**config.mk**
```make
export PLATFORM = sky130hd
export DESIGN_NAME = casc_irq_ctl
export DESIGN_NICKNAME = d
export VERILOG_FILES = /design/src/rtl/casc_irq_pkg.sv /design/src/rtl/irq_level_bank.sv /design/src/rtl/irq_mask_reg.sv /design/src/rtl/casc_irq_regs.sv /design/src/rtl/casc_irq_ctl.sv
export SDC_FILE = /design/constraint.sdc
export NUM_CORES = 1
export LEC_CHECK = 0
export BUFFER_PORTS_ARGS = -buffer_cell sky130_fd_sc_hd__buf_2
export CAP_MARGIN = 25
export CORE_MARGIN = 2
export CORE_UTILIZATION = 57
export DETAILED_ROUTE_END_ITERATION = 10
export PLACE_DENSITY = 0.86
export SLEW_MARGIN = 20
export SYNTH_ARGS = -nofsm -noshare
export SYNTH_HDL_FRONTEND = slang
export SYNTH_SLANG_ARGS = --single-unit
```
**constraint.sdc**
```tcl
create_clock -name clk_i -period 6.2 [get_ports clk_i]
set_clock_uncertainty 0.1 [all_clocks]
set_input_delay 0.93 -clock clk_i [delete_from_list [all_inputs] [get_ports clk_i]]
set_output_delay 0.93 -clock clk_i [all_outputs]
set_load 0.05 [all_outputs]
```
**src/rtl/casc_irq_pkg.sv**
```systemverilog
package casc_irq_pkg;

  localparam int ADDR_W = 9;
  localparam int DATA_W = 32;
  localparam int REG_W  = 16;

  // Register byte offsets; software decodes these, so they are fixed.
  localparam logic [ADDR_W-1:0] OFS_STAT_LO  = 9'h080;
  localparam logic [ADDR_W-1:0] OFS_GSTAT    = 9'h088;
  localparam logic [ADDR_W-1:0] OFS_MASK_LO  = 9'h08C;
  localparam logic [ADDR_W-1:0] OFS_GMASK    = 9'h094;
  localparam logic [ADDR_W-1:0] OFS_STAT_HI  = 9'h0A0;
  localparam logic [ADDR_W-1:0] OFS_MASK_HI  = 9'h0A6;
  localparam logic [ADDR_W-1:0] OFS_GSTAT_MR = 9'h108;

  typedef enum logic [2:0] {
    SEL_NONE,
    SEL_STAT_LO,
    SEL_STAT_HI,
    SEL_MASK_LO,
    SEL_MASK_HI,
    SEL_GSTAT,
    SEL_GMASK
  } reg_sel_e;

  function automatic reg_sel_e decode_ofs(input logic [ADDR_W-1:0] ofs);
    reg_sel_e sel;
    case (ofs)
      OFS_STAT_LO:  sel = SEL_STAT_LO;
      OFS_STAT_HI:  sel = SEL_STAT_HI;
      OFS_MASK_LO:  sel = SEL_MASK_LO;
      OFS_MASK_HI:  sel = SEL_MASK_HI;
      OFS_GSTAT,
      OFS_GSTAT_MR: sel = SEL_GSTAT;
      OFS_GMASK:    sel = SEL_GMASK;
      default:      sel = SEL_NONE;
    endcase
    return sel;
  endfunction

  // Any enabled pending bit in a word.
  function automatic logic any_enabled(input logic [DATA_W-1:0] stat,
                                       input logic [DATA_W-1:0] mask);
    return |(stat & mask);
  endfunction

endpackage

```
**src/rtl/irq_level_bank.sv**
```systemverilog
// Status word for level-sensitive requests: each live bit mirrors its
// line one edge later; bits at or above LIVE are tied to zero.
module irq_level_bank #(
  parameter int WIDTH = 16,
  parameter int LIVE  = 16
) (
  input  logic             clk_i,
  input  logic             rst_ni,
  input  logic [WIDTH-1:0] req_i,
  output logic [WIDTH-1:0] status_o
);

  logic [WIDTH-1:0] live_mask;
  logic [WIDTH-1:0] status_q;

  for (genvar i = 0; i < WIDTH; i++) begin : g_live
    if (i < LIVE) begin : g_on
      assign live_mask[i] = 1'b1;
    end else begin : g_off
      assign live_mask[i] = 1'b0;
    end
  end

  // A pending clear can never beat an asserted line, and a released
  // line already drops the bit, so the next state is the masked level.
  always_ff @(posedge clk_i or negedge rst_ni) begin
    if (!rst_ni) status_q <= '0;
    else         status_q <= req_i & live_mask;
  end

  assign status_o = status_q;

endmodule

```
**src/rtl/irq_mask_reg.sv**
```systemverilog
module irq_mask_reg #(
  parameter int WIDTH = 16
) (
  input  logic             clk_i,
  input  logic             rst_ni,
  input  logic             we_i,
  input  logic [WIDTH-1:0] wdata_i,
  output logic [WIDTH-1:0] mask_o
);

  logic [WIDTH-1:0] mask_q;

  always_ff @(posedge clk_i or negedge rst_ni) begin
    if (!rst_ni)   mask_q <= '0;
    else if (we_i) mask_q <= wdata_i;
  end

  assign mask_o = mask_q;

endmodule

```
**src/rtl/casc_irq_regs.sv**
```systemverilog
// Register port: offset decode, mask storage and read mux.
module casc_irq_regs
  import casc_irq_pkg::*;
#(
  parameter int GPIO_LINES = 32
) (
  input  logic                  clk_i,
  input  logic                  rst_ni,
  input  logic                  bus_sel_i,
  input  logic                  bus_we_i,
  input  logic [ADDR_W-1:0]     bus_addr_i,
  input  logic [DATA_W-1:0]     bus_wdata_i,
  output logic [DATA_W-1:0]     bus_rdata_o,
  input  logic [REG_W-1:0]      stat_lo_i,
  input  logic [REG_W-1:0]      stat_hi_i,
  input  logic [GPIO_LINES-1:0] gstat_i,
  output logic [REG_W-1:0]      mask_lo_o,
  output logic [REG_W-1:0]      mask_hi_o,
  output logic [GPIO_LINES-1:0] gmask_o,
  output logic                  stat_lo_wr_o,
  output logic                  stat_hi_wr_o,
  output logic                  mask_lo_wr_o
);

  reg_sel_e sel;
  logic     wr, rd;
  logic     mask_hi_wr, gmask_wr;

  assign sel = decode_ofs(bus_addr_i);
  assign wr  = bus_sel_i &  bus_we_i;
  assign rd  = bus_sel_i & ~bus_we_i;

  assign stat_lo_wr_o = wr & (sel == SEL_STAT_LO);
  assign stat_hi_wr_o = wr & (sel == SEL_STAT_HI);
  assign mask_lo_wr_o = wr & (sel == SEL_MASK_LO);
  assign mask_hi_wr   = wr & (sel == SEL_MASK_HI);
  assign gmask_wr     = wr & (sel == SEL_GMASK);

  irq_mask_reg #(.WIDTH(REG_W)) u_mask_lo (
    .clk_i  (clk_i),
    .rst_ni (rst_ni),
    .we_i   (mask_lo_wr_o),
    .wdata_i(bus_wdata_i[REG_W-1:0]),
    .mask_o (mask_lo_o)
  );

  irq_mask_reg #(.WIDTH(REG_W)) u_mask_hi (
    .clk_i  (clk_i),
    .rst_ni (rst_ni),
    .we_i   (mask_hi_wr),
    .wdata_i(bus_wdata_i[REG_W-1:0]),
    .mask_o (mask_hi_o)
  );

  irq_mask_reg #(.WIDTH(GPIO_LINES)) u_gmask (
    .clk_i  (clk_i),
    .rst_ni (rst_ni),
    .we_i   (gmask_wr),
    .wdata_i(bus_wdata_i[GPIO_LINES-1:0]),
    .mask_o (gmask_o)
  );

  always_comb begin
    bus_rdata_o = '0;
    if (rd) begin
      case (sel)
        SEL_STAT_LO: bus_rdata_o = DATA_W'(stat_lo_i);
        SEL_STAT_HI: bus_rdata_o = DATA_W'(stat_hi_i);
        SEL_MASK_LO: bus_rdata_o = DATA_W'(mask_lo_o);
        SEL_MASK_HI: bus_rdata_o = DATA_W'(mask_hi_o);
        SEL_GSTAT:   bus_rdata_o = DATA_W'(gstat_i);
        SEL_GMASK:   bus_rdata_o = DATA_W'(gmask_o);
        default:     bus_rdata_o = '0;
      endcase
    end
  end

endmodule

```
**src/rtl/casc_irq_ctl.sv**
```systemverilog
module casc_irq_ctl
  import casc_irq_pkg::*;
#(
  parameter int SYS_LINES    = 26,
  parameter int GPIO_LINES   = 32,
  parameter int CASCADE_LINE = 9
) (
  input  logic                  clk_i,
  input  logic                  rst_ni,
  input  logic [SYS_LINES-1:0]  sys_req_i,
  input  logic [GPIO_LINES-1:0] gpio_req_i,
  input  logic                  bus_sel_i,
  input  logic                  bus_we_i,
  input  logic [ADDR_W-1:0]     bus_addr_i,
  input  logic [DATA_W-1:0]     bus_wdata_i,
  output logic [DATA_W-1:0]     bus_rdata_o,
  output logic                  cpu_irq_o,
  output logic                  gpio_irq_o
);

  localparam int HI_LIVE = SYS_LINES - REG_W;

  logic [GPIO_LINES-1:0] gstat, gmask;
  logic [REG_W-1:0]      stat_lo, stat_hi, mask_lo, mask_hi;
  logic [SYS_LINES-1:0]  sys_eff;
  logic [REG_W-1:0]      req_lo, req_hi;
  logic                  stat_lo_wr, stat_hi_wr, mask_lo_wr;

  // Second level: I/O group
  irq_level_bank #(.WIDTH(GPIO_LINES), .LIVE(GPIO_LINES)) u_gbank (
    .clk_i   (clk_i),
    .rst_ni  (rst_ni),
    .req_i   (gpio_req_i),
    .status_o(gstat)
  );

  assign gpio_irq_o = any_enabled(DATA_W'(gstat), DATA_W'(gmask));

  // Cascade: group output joins one system line
  assign sys_eff = sys_req_i | (SYS_LINES'(gpio_irq_o) << CASCADE_LINE);
  assign req_lo  = REG_W'(sys_eff);
  assign req_hi  = REG_W'(sys_eff >> REG_W);

  // First level: two system status words
  irq_level_bank #(.WIDTH(REG_W), .LIVE(REG_W)) u_bank_lo (
    .clk_i   (clk_i),
    .rst_ni  (rst_ni),
    .req_i   (req_lo),
    .status_o(stat_lo)
  );

  irq_level_bank #(.WIDTH(REG_W), .LIVE(HI_LIVE)) u_bank_hi (
    .clk_i   (clk_i),
    .rst_ni  (rst_ni),
    .req_i   (req_hi),
    .status_o(stat_hi)
  );

  casc_irq_regs #(.GPIO_LINES(GPIO_LINES)) u_regs (
    .clk_i       (clk_i),
    .rst_ni      (rst_ni),
    .bus_sel_i   (bus_sel_i),
    .bus_we_i    (bus_we_i),
    .bus_addr_i  (bus_addr_i),
    .bus_wdata_i (bus_wdata_i),
    .bus_rdata_o (bus_rdata_o),
    .stat_lo_i   (stat_lo),
    .stat_hi_i   (stat_hi),
    .gstat_i     (gstat),
    .mask_lo_o   (mask_lo),
    .mask_hi_o   (mask_hi),
    .gmask_o     (gmask),
    .stat_lo_wr_o(stat_lo_wr),
    .stat_hi_wr_o(stat_hi_wr),
    .mask_lo_wr_o(mask_lo_wr)
  );

  assign cpu_irq_o = any_enabled(DATA_W'(stat_lo), DATA_W'(mask_lo)) |
                     any_enabled(DATA_W'(stat_hi), DATA_W'(mask_hi));

endmodule

```
* Word level (Yosys, flattened, before mapping)
Cells that the tools add are included.
Storage, ports and cells: input bits 103, word-level logic and storage cells 37, output and inout bits 34, register bits after elaboration 122
Cells by class: bitwise logic cells 11, reductions and logical operators 4, eq/ne operators 13, multiplexer cells 3
Operators with widths (count):
- case mux 32 bit (6 select lines) | 1
- OR reduction 32 bit | 3
- equality test 9 x 8 -> 1 bit, second input constant | 6
- bitwise AND 32 bit | 1
- 2-to-1 mux 32 bit | 1
- bitwise OR 26 x 10 -> 26 bit | 1
- case mux 3 bit (6 select lines) | 1
- bitwise AND 10 x 16 -> 16 bit | 1
- bitwise AND 16 bit | 1
- equality test 3 bit, second input constant | 3
- equality test 9 bit, second input constant | 1
- equality test 3 x 2 -> 1 bit, second input constant | 2
- bitwise AND 1 bit | 5
- equality test 3 x 1 -> 1 bit, second input constant | 1
- OR reduction 2 bit | 1
- NOT 1 bit | 1
- bitwise OR 1 bit | 1

* Depth between registers and ports, before layout
Gate-level depths: netlist of run 1.
word-level depth 6, depth in mapped cells 8, mapped depth without buffers 4

* Cells and area by module
A second synthesis of run 1 with hierarchy kept.
Second synthesis, totals: cell total of the unflattened synthesis 422, area total of the unflattened synthesis 5657.9 um^2
By module, submodules not included:
- irq_mask_reg at u_regs.u_gmask | seq. area each 800.8 um^2, area each 1345.0 um^2, cells an instance 68, times used 1
- irq_mask_reg at u_regs.u_mask_hi ... | seq. area each 400.4 um^2, area each 649.4 um^2, cells an instance 34, times used 2
- casc_irq_regs | seq. area each 0.0 um^2, area each 1186.1 um^2, cells an instance 177, times used 1
- irq_level_bank at u_gbank | seq. area each 800.8 um^2, area each 800.8 um^2, cells an instance 32, times used 1
- irq_level_bank at u_bank_lo | seq. area each 400.4 um^2, area each 400.4 um^2, cells an instance 16, times used 1
- casc_irq_ctl | seq. area each 0.0 um^2, area each 327.8 um^2, cells an instance 44, times used 1
- irq_level_bank at u_bank_hi | seq. area each 250.2 um^2, area each 299.0 um^2, cells an instance 17, times used 1

* Worst setup path before layout of run 1
Ideal clock, no wire load.
path type input port to output port, start point in bus_addr_i[4], end point out bus_rdata_o[13], slack 1682 ps, arrival 3488 ps, stages 6, data required time 5170 ps, path buffers 2, cells stage by stage or4_4 buf_6 nor3_1 buf_2 nand2_1 a311oi_1
On the way: cells in the longest elaborated chain, start to end 6, elaborated cells between the ends (all ways) 17, classes of those cells eq/ne: 13; mux: 3; reduce/logical: 1
Ends and longest elaborated chain:
- start, declared | RTL line casc_irq_ctl.sv:14 | input logic [ADDR_W-1:0] bus_addr_i,
- equality test 9 x 8 -> 1 bit or equality test 9 bit (tied branches) | RTL line casc_irq_pkg.sv:28 | case (ofs)
- OR reduction 2 bit | RTL line casc_irq_pkg.sv:28
- case mux 3 bit (6 select lines) * | RTL line casc_irq_pkg.sv:28
- equality test 3 bit (tied with other cells) | RTL line casc_irq_regs.sv:66 | case (sel)
- case mux 32 bit (6 select lines) * | RTL line casc_irq_regs.sv:66
- 2-to-1 mux 32 bit * | RTL line casc_irq_regs.sv:65 | if (rd) begin
- end, declared | RTL line casc_irq_ctl.sv:16 | output logic [DATA_W-1:0] bus_rdata_o,
Every way passes the cells marked *; elsewhere a longest branch is shown, timed or not.

* Worst setup path after layout of run 1
Same ends and word-level chain as after synthesis.

==> flow_summary.json, run 1 <==
{
  "outcome": "complete, no violations",
  "syn2layout_area_growth_pct": 25.2,
  "nets": 647,
  "p_per_area_nw_per_um2": 279,
  "drt-initial-drc-count": 481,
  "drcViolationCount": 0,
  "grt_max_degree": 57,
  "path_clk_slew_ns": 0.06,
  "ios": 137,
  "hold_viol_final": 0,
  "initial_core_util_pct": 58.4,
  "ys_types": 44,
  "core_um2": 9150,
  "via_count": 4443,
  "cts_hold_buf": 0,
  "cts.path.max_buffers": 2,
  "finalCritPeriodShare_pct": 70.6,
  "yosys.area.top_type_share_pct": 57.1,
  "grt_overflow": 0,
  "grt_pass1_wl_um": 24000,
  "crit_fanout": 13,
  "syn-cell-area_um2": 5350,
  "hold_class": "in2async",
  "htreeDepth": 4,
  "drv_slew": 0,
  "synthFlopType": "dfrtp_1",
  "dieArea_um2": 10200,
  "synth_cells": 407,
  "cts_sinks": 122,
  "drv_cap": 0,
  "fin_hold_ws_ns": 0.361,
  "synthArstFlopShare_pct": 100,
  "insertion_delay_ns": 0.53,
  "synth.largest_area_cell": "dfrtp_1",
  "required_ns": 5.17,
  "tightest_slew_ns": 0.998,
  "cts_resized": 0,
  "die_w_um": 101,
  "start_kind": "input port",
  "track_usage_pct": 31.9,
  "ant_nets": 0,
  "place.port_buffers": 136,
  "fin_tns_setup_ns": 0,
  "detail_route.wl_per_cell_um": 23.3,
  "ys_ff_latch": 122,
  "post_cts_buffers": 0,
  "p_leak_nw": 3.13,
  "place_hpwl_um": 10300,
  "gp_congestion": 0.902,
  "antenna_found_initial": 0,
  "synth_warnings": 0,
  "syn_nets": 510,
  "firstDrtPassIters": 6,
  "stdcell_count": 668,
  "dpl.cell_count": 633,
  "tritoncts": "built",
  "fillers": 582,
  "yosysMostFrequentCell": "dfrtp_1",
  "setup_ws_ns": 1.82,
  "synth_area_per_cell_um2": 13.1,
  "ir_drop_v": 0.000159,
  "dp_slack_ns": 1.72,
  "end_kind": "output pin",
  "yosysSeqAreaShare_pct": 57.1,
  "synth.area.top_cells": "dfrtp_1 57%, mux2_2 12%, a22oi_1 6.5%, a222oi_1 2.8%, a22o_1 2.5%",
  "cts-root-buf": "clkbuf_8",
  "synth_commonest_cells": "122 x dfrtp_1, 57 x mux2_2, 46 x a22oi_1, 17 x nor3_1",
  "row_count": 35,
  "cts_buffers": 17,
  "min_period_ns": 4.38,
  "synth_edf_count": 0,
  "critPathArrivalTime_ns": 3.35,
  "diodes": 0,
  "fp.dieH_um": 101,
  "rsz0062_at_grt": "no",
  "wl_um": 15600,
  "slew_headroom_pct": 33.1,
  "drive_gt1_share_pct": 44.3,
  "fmax_mhz": 228,
  "setup_violations": 0,
  "crit_type": "in2out",
  "detail_route.vias_per_cell": 6.65,
  "grt_pass1_vias": 4525
}
## cell families (layout without fill, tap and decap cells)
| family | Yosys count | in the layout | share of synthesized area, % |
|---|---|---|---|
| DFF | 122 | 122 | 57.1 |
| xor gates and xnor gates | 1 | 1 | 0.164 |
| buffers and inverters | 32 | 182 | 2.90 |
| muxes | 67 | 67 | 14.3 |
| AOI/OAI and AO/OA | 109 | 109 | 16.3 |
| and+or+nand+nor | 76 | 76 | 9.22 |
## metal layers
metal,vias up,part of all wire (%),track usage [%]
li1,1875,-,-
met5,-,0,0
met2,305,49,51.6
met1,2211,37,39.5
met4,0,3.0,14.6
met3,52,11,9.71
## power breakdown
part | internal, W | switching [W] | total, W
Sequential | 0.000823 | 0.0000209 | 0.000844
Combinational | 0.0000465 | 0.0000729 | 0.000119
Clock | 0.000531 | 0.000370 | 0.000901
Total | 0.00140 | 0.000464 | 0.00186
## cells in the final DEF (no fill, tap or decap), types with 11 or more instances in the layout
cell type,count
buf_2,135
dfrtp_1,122
mux2_2,57
a22oi_1,46
nor3_1,16
clkbuf_16,16
a222oi_1,15
a22o_1,15
nor2_1,11
nand2_1,11
## final cells by class
class	instances	area [um2]	share of cell area [%]
Inverter	5	18.8	0.280
Clock buffer	18	418	6.24
Multi-Input combinational cell	253	2160	32.3
Clock inverter	14	125	1.87
Sequential cell	122	3050	45.6
Tap cell	111	139	2.08
Timing Repair Buffer	145	774	11.6
## per-stage QoR
step	power [W]	area, um2	utilization (%)
floorplan	0.000897	5350	-
global placement	0.000966	6090	66.5
detailed placement	0.000972	6110	66.8
CTS	0.00186	6650	72.7
global route	0.00192	6690	73.1
finish	0.00186	6690	73.1
## worst paths after layout
kind | from | end | slack [ns] | cells after the start
worst max-delay path | bus_addr_i[4] | bus_rdata_o[13] | 1.82 | 6
worst min-delay path | rst_ni | u_regs.u_gmask.mask_o[11]$_DFFE_PN0P_ | 0.36 | 1
worst max register to register | u_gbank.status_o[25]$_DFF_PN0_ | u_bank_lo.status_o[9]$_DFF_PN0_ | 4.61 | 4
worst min register to register | u_regs.u_mask_hi.mask_o[14]$_DFFE_PN0P_ | u_regs.u_mask_hi.mask_o[14]$_DFFE_PN0P_ | 0.43 | 1
max in group asynchronous | rst_ni | u_bank_lo.status_o[14]$_DFF_PN0_ | 4.49 | 3
min in group clk_i | gpio_req_i[8] | u_gbank.status_o[8]$_DFF_PN0_ | 0.41 | 1
## state kept, by name, summed over array words and instances, names as in the netlist
signal / count
u_gbank.status_o: 32
u_bank_lo.status_o: 16
u_regs.u_mask_lo.mask_o: 16
u_regs.u_gmask.mask_o: 32
u_bank_hi.status_o: 10
u_regs.u_mask_hi.mask_o: 16
## worst max-delay path, cell delays in order
cell	delay (ns)
buf_2	0.12
or4_4	0.63
nor3_2	0.85
nand2_1	0.11
a311oi_1	0.36
buf_2	0.33
No activity file was read; power rests on OpenSTA's default activity.
==> inputs of run 2 (changes only) <==
CORE_UTILIZATION = 48   (was 57)
PLACE_DENSITY = 0.77   (was 0.86)
clock period = 3.95 ns   (was 6.2 ns; I/O delays follow)
==> flow_summary.json, run 2 (same netlist as run 1, synthesis figures left out) <==
{
  "outcome": "finished, violations left",
  "violations": "hold timing",
  "drt-initial-drc-count": 449,
  "crit_fanout": 13,
  "drcViolationCount": 0,
  "post_cts_buffers": 0,
  "cpMaxStageDelayCell": "or4b_2",
  "nets": 656,
  "crit_path_frequent_cell": "buf_2",
  "fin_tns_setup_ns": 0,
  "end_kind": "output pin",
  "crit_type": "in2out",
  "ios": 137,
  "place_hpwl_um": 11200,
  "grt_pass1_wl_um": 23900,
  "rsz0062_at_grt": "no",
  "antenna_found_initial": 1,
  "min_period_ns": 3.54,
  "tightest_slew_ns": 0.820,
  "final_cell_mix": "135 x buf_2, 122 x dfrtp_1, 57 x mux2_2",
  "cts.path.max_buffers": 2,
  "syn2layout_area_growth_pct": 28.6,
  "p_leak_nw": 3.24,
  "cts_resized": 0,
  "register_area_um2": 3050,
  "initial_core_util_pct": 49.3,
  "htreeDepth": 4,
  "slew_headroom_pct": 45.1,
  "cts-root-buf": "clkbuf_8",
  "p_per_area_nw_per_um2": 463,
  "ant_nets": 0,
  "start_kind": "input port",
  "cts_buffers": 17,
  "drv_slew": 0,
  "grt_pass1_vias": 4451,
  "core_um2": 10800,
  "tritoncts": "built",
  "cts_sinks": 122,
  "via_count": 4373,
  "drv_cap": 0,
  "row_count": 38,
  "grt_overflow": 0,
  "grt_max_degree": 85,
  "fp.dieH_um": 110,
  "ir_drop_v": 0.000325,
  "fillers": 849,
  "place.port_buffers": 136,
  "track_usage_pct": 27.6,
  "worst_path_largest_cell_delay_ns": 0.67,
  "fmax_mhz": 282,
  "path_cells": "buf_2 -> or4b_2 -> o311ai_0 -> a32oi_2 -> buf_4 -> nor3_1 -> buf_2",
  "hold_viol_final": 1,
  "detail_route.vias_per_cell": 6.18,
  "required_ns": 3.26,
  "crit_family": "simple AND/OR/NAND/NOR gates",
  "dieArea_um2": 12000,
  "gp_congestion": 0.920,
  "finalCritPeriodShare_pct": 89.7,
  "die_w_um": 110,
  "drive_gt1_share_pct": 44.9,
  "multi_input_area_um2": 2150,
  "setup_violations": 0,
  "final_common_cell": "buf_2",
  "path_buf_inv": 3,
  "cts_hold_buf": 0,
  "path_clk_slew_ns": 0.06,
  "firstDrtPassIters": 6,
  "hold_class": "in2async",
  "wl_um": 15700,
  "insertion_delay_ns": 0.53,
  "fin_hold_ws_ns": -0.00107,
  "detail_route.wl_per_cell_um": 22.1,
  "r2r_slack_ns": 2.26,
  "critPathArrivalTime_ns": 2.85
}
run 2: worst register-to-register path, cell delays in order, from the launching register on:
cell and delay, ns:
dfrtp_1 0.38, a22o_1 0.26, a221oi_1 0.38, and3_1 0.30, nand4b_1 0.13
run 2: path summary, 6_finish.rpt:
check,start,to,cells after the start
min reg2reg,u_regs.u_mask_hi.mask_o[15]$_DFFE_PN0P_,u_regs.u_mask_hi.mask_o[15]$_DFFE_PN0P_,1
max reg2reg,u_gbank.status_o[25]$_DFF_PN0_,u_bank_lo.status_o[9]$_DFF_PN0_,4
max in group asynchronous,rst_ni,u_gbank.status_o[27]$_DFF_PN0_,2
max,bus_addr_i[2],bus_rdata_o[20],7
min,rst_ni,u_gbank.status_o[12]$_DFF_PN0_,1
min in group clk_i,gpio_req_i[28],u_gbank.status_o[28]$_DFF_PN0_,1
run 2: area by class of cell:
class	count	share of cell area [%]
sequential	122	44.4
multi-input combinational	253	31.3
timing repair buffer	154	12.0
clock buffer	26	7.53
tap	140	2.55
clock inverter	6	1.89
inverter	5	0.273
antenna	2	0.0728
run 2: metal layers:
layer	vias to the layer above	track usage (%)	part of all wire (%)
met5	-	0	0
met4	0	12.8	3.2
met3	44	8.83	10
li1	1896	-	-
met1	2163	35.0	38
met2	270	43.0	48
run 2: power by group:
group          internal [W]  switching (W)
Clock               0.00114       0.000527
Sequential          0.00129      0.0000346
Combinational     0.0000726       0.000113
Total               0.00251       0.000674
run 2: metrics by stage:
step	instance area, um2	util, %	total power (W)	cells	setup WS [ns]
4_1_cts	6870	63.3	0.00320	706	0.444
2_1_floorplan	5350	-	0.00141	407	0.107
5_1_grt	6870	63.4	0.00329	707	0.299
3_3_place_gp	6220	57.4	0.00152	674	0.509
6_report	6880	63.4	0.00318	708	0.408
3_5_place_dp	6220	57.4	0.00153	674	0.460
==> inputs of run 3 (changes only) <==
CORE_UTILIZATION = 53   (was 48)
GPL_ROUTABILITY_DRIVEN = 0   (was not set)
PLACE_DENSITY = 0.81   (was 0.77)
clock period = 3.79 ns   (was 3.95 ns; I/O delays follow)
==> flow_summary.json, run 3 (same netlist as run 1, synthesis figures left out) <==
{
  "outcome": "complete, no violations",
  "slew_headroom_pct": 43.5,
  "grt_overflow": 0,
  "ir_drop_v": 0.000320,
  "detail_route.wl_per_cell_um": 22.5,
  "critPathArrivalTime_ns": 2.80,
  "antenna_found_initial": 0,
  "fillers": 703,
  "grt_pass1_wl_um": 24800,
  "crit_type": "in2out",
  "total_power_w": 0.00313,
  "crit_fanout": 10,
  "fmax_mhz": 288,
  "detail_route.vias_per_cell": 6.41,
  "reg2regPathDepth": 4,
  "finalCritPeriodShare_pct": 91.6,
  "start_kind": "input port",
  "drive_gt1_share_pct": 44.8,
  "cts-root-buf": "clkbuf_8",
  "rsz0062_at_grt": "no",
  "drv_cap": 0,
  "cts_sinks": 122,
  "tightest_slew_ns": 0.845,
  "min_period_ns": 3.47,
  "required_ns": 3.12,
  "insertion_delay_ns": 0.52,
  "initial_core_util_pct": 54.7,
  "path_clk_slew_ns": 0.06,
  "dpl.cell_count": 665,
  "drv_slew": 0,
  "hold_class": "in2reg",
  "ios": 137,
  "startpoint": "bus_addr_i[4]",
  "core_um2": 9770,
  "final_cell_mix": "135 x buf_2, 122 x dfrtp_1, 57 x mux2_2",
  "end_kind": "output pin",
  "hold_viol_final": 0,
  "post_cts_buffers": 0,
  "place_hpwl_um": 10700,
  "hold_depth": 1,
  "cts_resized": 0,
  "p_leak_nw": 3.20,
  "setup_violations": 0,
  "cts.path.max_buffers": 2,
  "grt_pass1_vias": 4612,
  "via_count": 4460,
  "fin_tns_setup_ns": 0,
  "drt-initial-drc-count": 507,
  "track_usage_pct": 30.0,
  "ant_nets": 0,
  "grt_max_degree": 87,
  "cts_buffers": 17,
  "fp.dieH_um": 104,
  "stdcell_count": 696,
  "wl_um": 15700,
  "p_per_area_nw_per_um2": 461,
  "drcViolationCount": 0,
  "nets": 655,
  "place.port_buffers": 136,
  "syn2layout_area_growth_pct": 27.2,
  "cts_hold_buf": 1,
  "firstDrtPassIters": 8,
  "die_w_um": 104,
  "final_common_cell": "buf_2",
  "r2r-start": "u_gbank.status_o[25]$_DFF_PN0_",
  "dieArea_um2": 10900,
  "tritoncts": "built",
  "diodes": 0,
  "row_count": 36,
  "hp-start": "sys_req_i[0]",
  "htreeDepth": 4
}
==> run 3: changes by cell type in the layout (fill, tap and decap cells not counted), moves of 2 or more <==
| cell | previous run | this run |
|---|---|---|
| buf_4 | 18 | 16 |
| clkbuf_8 | 8 | 6 |
| clkinvlp_4 | 0 | 2 |
| bufinv_16 | 4 | 2 |
| diode_2 | 2 | 0 |
==> run 3: cell type report <==
type	count	area [um2]	share of cell area [%]
Clock buffer	23	487	7.16
Clock inverter	7	90.1	1.32
Inverter	5	18.8	0.276
Multi-Input combinational cell	253	2160	31.8
Sequential cell	122	3050	44.9
Tap cell	133	166	2.45
Timing Repair Buffer	153	826	12.1
==> run 3: worst paths after layout <==
kind                       slack, ns                                       to
hold / removal                  0.05          u_bank_lo.status_o[0]$_DFF_PN0_
setup / recovery                0.32                           bus_rdata_o[1]
min in group asynchronous       0.46          u_bank_hi.status_o[4]$_DFF_PN0_
hold reg to reg                 0.42  u_regs.u_mask_hi.mask_o[11]$_DFFE_PN0P_
max in group asynchronous       2.33         u_bank_lo.status_o[11]$_DFF_PN0_
setup reg to reg                2.25          u_bank_lo.status_o[9]$_DFF_PN0_
==> run 3: worst max-delay path: stages <==
cell      delay (ns)
buf_2           0.12
or4_4           0.62
nor4b_4         0.66
a222oi_1        0.21
o22ai_1         0.30
buf_2           0.32
==> run 3: stage by stage <==
step	setup WS (ns)	utilization [%]	hold slack (ns)	area, um2
global placement	0.445	63.6	0.391	6210
global route	0.252	69.6	0.0288	6800
detailed placement	0.410	63.6	0.408	6210
CTS	0.411	69.6	0.0366	6800
floorplan	0.0205	-	0.173	5350
finish	0.317	69.6	0.0510	6800
==> run 3: report_power, final <==
group | switching, W | internal, W
Clock | 0.000542 | 0.00101
Sequential | 0.0000376 | 0.00135
Combinational | 0.000117 | 0.0000774
==> run 3: per-layer routing <==
metal	vias up	GRT usage, %	part of all wire, %
met5	-	0	0
met1	2212	38.2	37
li1	1884	-	-
met2	299	47.9	49
met4	0	14.1	4.2
met3	65	8.08	9.5
